### config.mk
export PLATFORM = sky130hd
export DESIGN_NAME = mdio_frame_master
export DESIGN_NICKNAME = d
export VERILOG_FILES = /design/src/rtl/mdio_frame_master.sv
export SDC_FILE = /design/constraint.sdc
export NUM_CORES = 1
export LEC_CHECK = 0
export BUFFER_PORTS_ARGS = -buffer_cell sky130_fd_sc_hd__buf_2
export CORE_AREA = 2 2 98 119
export DETAILED_ROUTE_END_ITERATION = 10
export DIE_AREA = 0 0 100 121
export GPL_ROUTABILITY_DRIVEN = 0
export GPL_TIMING_DRIVEN = 0
export HOLD_SLACK_MARGIN = 0.06
export SYNTH_ARGS = -nofsm -noshare
export SYNTH_HDL_FRONTEND = slang
export SYNTH_SLANG_ARGS = --single-unit
### constraint.sdc
create_clock -name clk -period 2.6 [get_ports clk]
set_clock_uncertainty 0.2 [all_clocks]
set_input_delay 0.26 -clock clk [delete_from_list [all_inputs] [get_ports clk]]
set_output_delay 0.26 -clock clk [all_outputs]
set_load 0.005 [all_outputs]
### src/rtl/mdio_frame_master.sv
module mdio_frame_master #(
  parameter int HALF_DIV = 4
) (
  input  logic        clk,
  input  logic        rst_n,
  input  logic        start,
  input  logic        is_read,
  input  logic [4:0]  phy_addr,
  input  logic [4:0]  reg_addr,
  input  logic [15:0] wr_data,
  output logic        busy,
  output logic        done,
  output logic [15:0] rd_data,
  output logic        mdc,
  output logic        mdio_o,
  output logic        mdio_oe,
  input  logic        mdio_i
);

  localparam int PRE_LEN   = 40;
  localparam int HDR_END   = PRE_LEN + 14;
  localparam int FRAME_LEN = PRE_LEN + 32;
  localparam int CW        = (HALF_DIV > 1) ? $clog2(HALF_DIV) : 1;
  localparam int SW        = $clog2(FRAME_LEN + 2);

  logic [FRAME_LEN-1:0] tx_sh;
  logic [15:0]          rx_sh;
  logic [SW-1:0]        slot;
  logic [CW-1:0]        div;
  logic                 rd_op;

  wire tick      = (div == CW'(HALF_DIV - 1));
  wire last_slot = (slot == (rd_op ? SW'(FRAME_LEN - 1) : SW'(FRAME_LEN)));
  wire capture   = rd_op && (slot > SW'(HDR_END)) && (slot <= SW'(HDR_END + 16));

  assign mdio_o  = tx_sh[FRAME_LEN-1];
  assign mdio_oe = busy && ((slot < SW'(HDR_END)) || (!rd_op && (slot < SW'(FRAME_LEN))));

  always_ff @(posedge clk or negedge rst_n) begin
    if (!rst_n) begin
      busy    <= 1'b0;
      done    <= 1'b0;
      mdc     <= 1'b0;
      div     <= '0;
      slot    <= '0;
      rd_op   <= 1'b0;
      tx_sh   <= '0;
      rx_sh   <= '0;
      rd_data <= '0;
    end else begin
      done <= 1'b0;
      if (!busy) begin
        if (start) begin
          busy  <= 1'b1;
          rd_op <= is_read;
          slot  <= '0;
          div   <= '0;
          mdc   <= 1'b0;
          tx_sh <= {{PRE_LEN{1'b1}}, 2'b01, (is_read ? 2'b10 : 2'b01),
                    phy_addr, reg_addr, 2'b10, wr_data};
        end
      end else if (tick) begin
        div <= '0;
        mdc <= ~mdc;
        if (mdc) begin
          tx_sh <= {tx_sh[FRAME_LEN-2:0], 1'b0};
          if (capture) rx_sh <= {rx_sh[14:0], mdio_i};
          if (last_slot) begin
            busy <= 1'b0;
            done <= 1'b1;
            if (rd_op) rd_data <= rx_sh;
          end else begin
            slot <= slot + 1'b1;
          end
        end
      end else begin
        div <= div + 1'b1;
      end
    end
  end

  assert_idle_quiet_R10: assert property (@(posedge clk) disable iff (!rst_n)
    !busy |-> (!mdc && !mdio_oe));

  assert_oe_only_busy_R10: assert property (@(posedge clk) disable iff (!rst_n)
    mdio_oe |-> busy);

  assert_data_stable_high_R5: assert property (@(posedge clk) disable iff (!rst_n)
    (mdc && $past(mdc)) |-> ($stable(mdio_o) && $stable(mdio_oe)));

  assert_done_ends_frame_R8: assert property (@(posedge clk) disable iff (!rst_n)
    done |-> (!busy && $past(busy)));

  assert_done_single_R8: assert property (@(posedge clk) disable iff (!rst_n)
    done |=> !done);

  assert_busy_start_ignored_R9: assert property (@(posedge clk) disable iff (!rst_n)
    (busy && start) |=> (rd_op == $past(rd_op)));

endmodule

==> flow_summary_export.csv <==
group,metric,value,unit
synthesis,async_flop_share,100,%
critical_path,cp.buffers_inverters,2,
timing,worst_pin_slew,0.715,ns
synthesis,yosys.cell_types.count,40,
route,ant_nets,0,
clocking,postCtsSetupRepairBufs,0,
die,fp.dieW,100,µm
route,vias_per_cell,5.29,
die,dieArea,12100,µm²
finish,antennaDiodeCount,0,
critical_path,worstPathArrival,2.46,ns
die,die_h,121,µm
timing,report.final.setup_viol,0,
finish,num-fill-cells,934,
critical_path,slowest_stage,"dfrtp_1",
finish,utilization,56.4,%
critical_path,cp-endpoint,"rx_sh[3]",
route,drt_iter0_drc,158,
placed_design,dpl_worst_slack,0.231,ns
synthesis,synth_compound_area_share,15.1,%
finish,fin_area,6160,µm²
grt,grt-ovfl-total,0,
clocking,cts.clk_slew.worst_paths,0.05,ns
die,initial_core_util,44.2,%
clocking,cts_resized,0,
timing,finalSetupTns,0,ns
route,dr.pass1.iters,4,
finish,multi_input_comb_area,1760,µm²
critical_path,worstSetupPathType,"register to register",
critical_path,cpPeakStageDelay,0.46,ns
critical_path,cp-startpoint,"slot[0]",
min_path,hold_path.class,"input port to asynchronous set/reset pin",
finish,final_common_cell,"dfrtp_1",
critical_path,worst_setup_path_start_kind,"register",
critical_path,rrSetupSlack,0.22,ns
route,drt_wl_total,9270,µm
timing,rsz0062_at_grt,"false",
power,p_leak,2.95,nW
finish,drive_gt1_share,25.1,%
synthesis,synth_fa_ha_area_share,0.777,%
clocking,worstSkewPairLatency,0.40,ns
synthesis,yosys_register_bits,117,
grt,grt_pass1_wl,16300,µm
die,row_count,42,
critical_path,cp-end-kind,"register",
grt,antenna_found_initial,0,
critical_path,reg2reg_depth,7,
placed_design,dpl.hpwl,5880,µm
critical_path,crit_required,2.68,ns
timing,period_needed,2.38,ns
grt,grt_max_degree,66,
die,coreArea,10900,µm²
synthesis,syn_area,4830,µm²
timing,hold_viol,0,
timing,min_period_over_period,91.6,%
critical_path,timing.rr.end,"rx_sh[3]",
timing,fmax,420,MHz
route,drcViolationCount,0,
synthesis,syn-num-nets,410,
finish,nNetsFinal,512,
power,powerDensity,941,nW/µm²
critical_path,path_max_fanout,10,
grt,grt_pass1_vias,3511,
power,power,0.00579,W
clocking,h-tree-depth,4,
die,io_pins,52,
synthesis,yosys_warnings,0,
synthesis,synth_xor_area_share,0.181,%
synthesis,synth_edf_count,0,
synthesis,avgSynthCellArea,12.9,µm²
route,vias,3274,
synthesis,synthFlopType,"dfrtp_1",
clocking,cts_tree,"built",
synthesis,synth-simple-area-share,6.27,%
timing,worst_slew_margin_rel,52.3,%
critical_path,regToRegStartpoint,"slot[0]",
critical_path,path_cells,"inv_1 -> ha_1 -> nand2b_1 -> o41a_1 -> o2111ai_2 -> buf_2 -> mux2_2",
synthesis,seq_area_frac_synth,60.6,%
synthesis,synth_top_family_by_area,"compound AO/OA/AOI/OAI gates",
clocking,cts_max_path_buffers,2,
route,routedWlPerCell,15.0,µm
power,vdd.ir_drop.worst,0.474,mV
placed_design,postPlaceCellArea,5290,µm²
run,drv_cap,0,
timing,setup_slack,0.219,ns
clocking,cts_buffers,17,
clocking,cts_root_buffer,"clkbuf_16",
finish,syn2layout_area_growth,27.5,%
status,status,"complete, no violations",
synthesis,netlist_instances,376,
finish,regArea,2930,µm²
finish,final_cell_mix,"117 x dfrtp_1, 53 x buf_2, 42 x o22a_1, 39 x nand2_1, 31 x dlygate4sd3_1",
clocking,cts.sinks,117,
synthesis,synthMuxAreaShare,14.1,%
critical_path,path_depth,7,
timing,maxSlewViolCount,0,
critical_path,crit_family,"compound AO/OA/AOI/OAI gates",
placed_design,portBuffers,51,
grt,grt_usage,17.0,%
==> cell type report <==
| type | instances | area share (%) |
|---|---|---|
| sequential | 117 | 47.5 |
| multi-input combinational | 230 | 28.6 |
| timing repair buffer | 83 | 9.73 |
| tap | 132 | 2.68 |
| clock buffer | 23 | 7.92 |
| clock inverter | 5 | 1.22 |
| buffer | 26 | 2.15 |
| inverter | 3 | 0.183 |
==> per-layer routing <==
metal	vias to the layer above	wire [µm]	GRT usage (%)
li1	1567	-	-
met1	1640	4380	22.3
met2	54	4390	26.8
met3	13	359	4.55
met4	0	138	6.68
met5	-	0	0
==> worst reg2reg max path: cells and delay by family, from the launching register on <==
| family | cells | cell delay (ns) |
|---|---|---|
| DFF | 1 | 0.46 |
| AOI/OAI and AO/OA | 2 | 0.51 |
| buffers and inverters | 2 | 0.40 |
| and+or+nand+nor | 1 | 0.14 |
| muxes | 1 | 0.36 |
| adders and majority gates | 1 | 0.19 |
==> worst min-delay path by stage <==
stage             start         to  slack, ns  cells past startpoint
2_1_floorplan     rst_n       busy      -0.24                      0
3_3_place_gp   tx_sh[0]   tx_sh[0]       0.25                      2
3_5_place_dp      rst_n   tx_sh[9]       0.04                      1
4_1_cts           rst_n  tx_sh[10]       0.19                      2
5_1_grt           rst_n  tx_sh[10]       0.22                      2
6_report          rst_n  tx_sh[10]       0.17                      2
==> report_power, final <==
part | internal, W | switching (W) | total [W]
sequential | 0.00235 | 0.000321 | 0.00267
clock | 0.00148 | 0.000737 | 0.00222
combinational | 0.000489 | 0.000415 | 0.000904
total | 0.00432 | 0.00147 | 0.00579
==> Yosys cell counts, types with 2 or more instances <==
master	number	share of area [%]
nand3_1	3	0.31
or2_2	2	0.26
nor2_1	12	0.93
mux2_2	24	5.6
inv_1	3	0.23
a21oi_1	8	0.83
mux2_4	10	3.1
mux2i_1	26	5.4
and3_1	2	0.26
buf_1	6	0.47
nand2_1	39	3.0
a221o_1	2	0.41
o21ai_0	30	3.1
nand2b_1	3	0.39
ha_1	3	0.78
clkbuf_1	14	1.1
dfrtp_1	117	61
o22a_1	42	7.6
buf_2	3	0.31
buf_6	2	0.47
a22o_1	6	1.1
==> through the flow <==
stage                     instances  hold WS, ns
after floorplan                 376       -0.236
after global placement          559        0.252
after detailed placement        560       0.0430
after CTS                       619        0.185
after global routing            619        0.221
final                           619        0.174
==> state kept, by name (all words and copies together), names as in the netlist <==
signal / flops
tx_sh: 72
rd_data: 16
rx_sh: 16
mdc: 1
rd_op: 1
div: 2
slot: 7
done: 1
busy: 1
==> cell families (layout without fill, tap and decap cells) <==
| kind of cell | Yosys count | after routing |
|---|---|---|
| compound gates | 98 | 98 |
| xor+xnor | 1 | 1 |
| fa+ha+maj | 3 | 3 |
| buf+inv | 29 | 140 |
| flops | 117 | 117 |
| mux | 60 | 60 |
| simple gates | 68 | 68 |
==> what timing repair did <==
action / 4_1_cts / 5_1_grt
setup endpoints to repair: 0 / 0
hold endpoints to repair: 141 / 0
hold buffers: 31 / 0
Note: power is estimated with default switching activity, not from simulation.
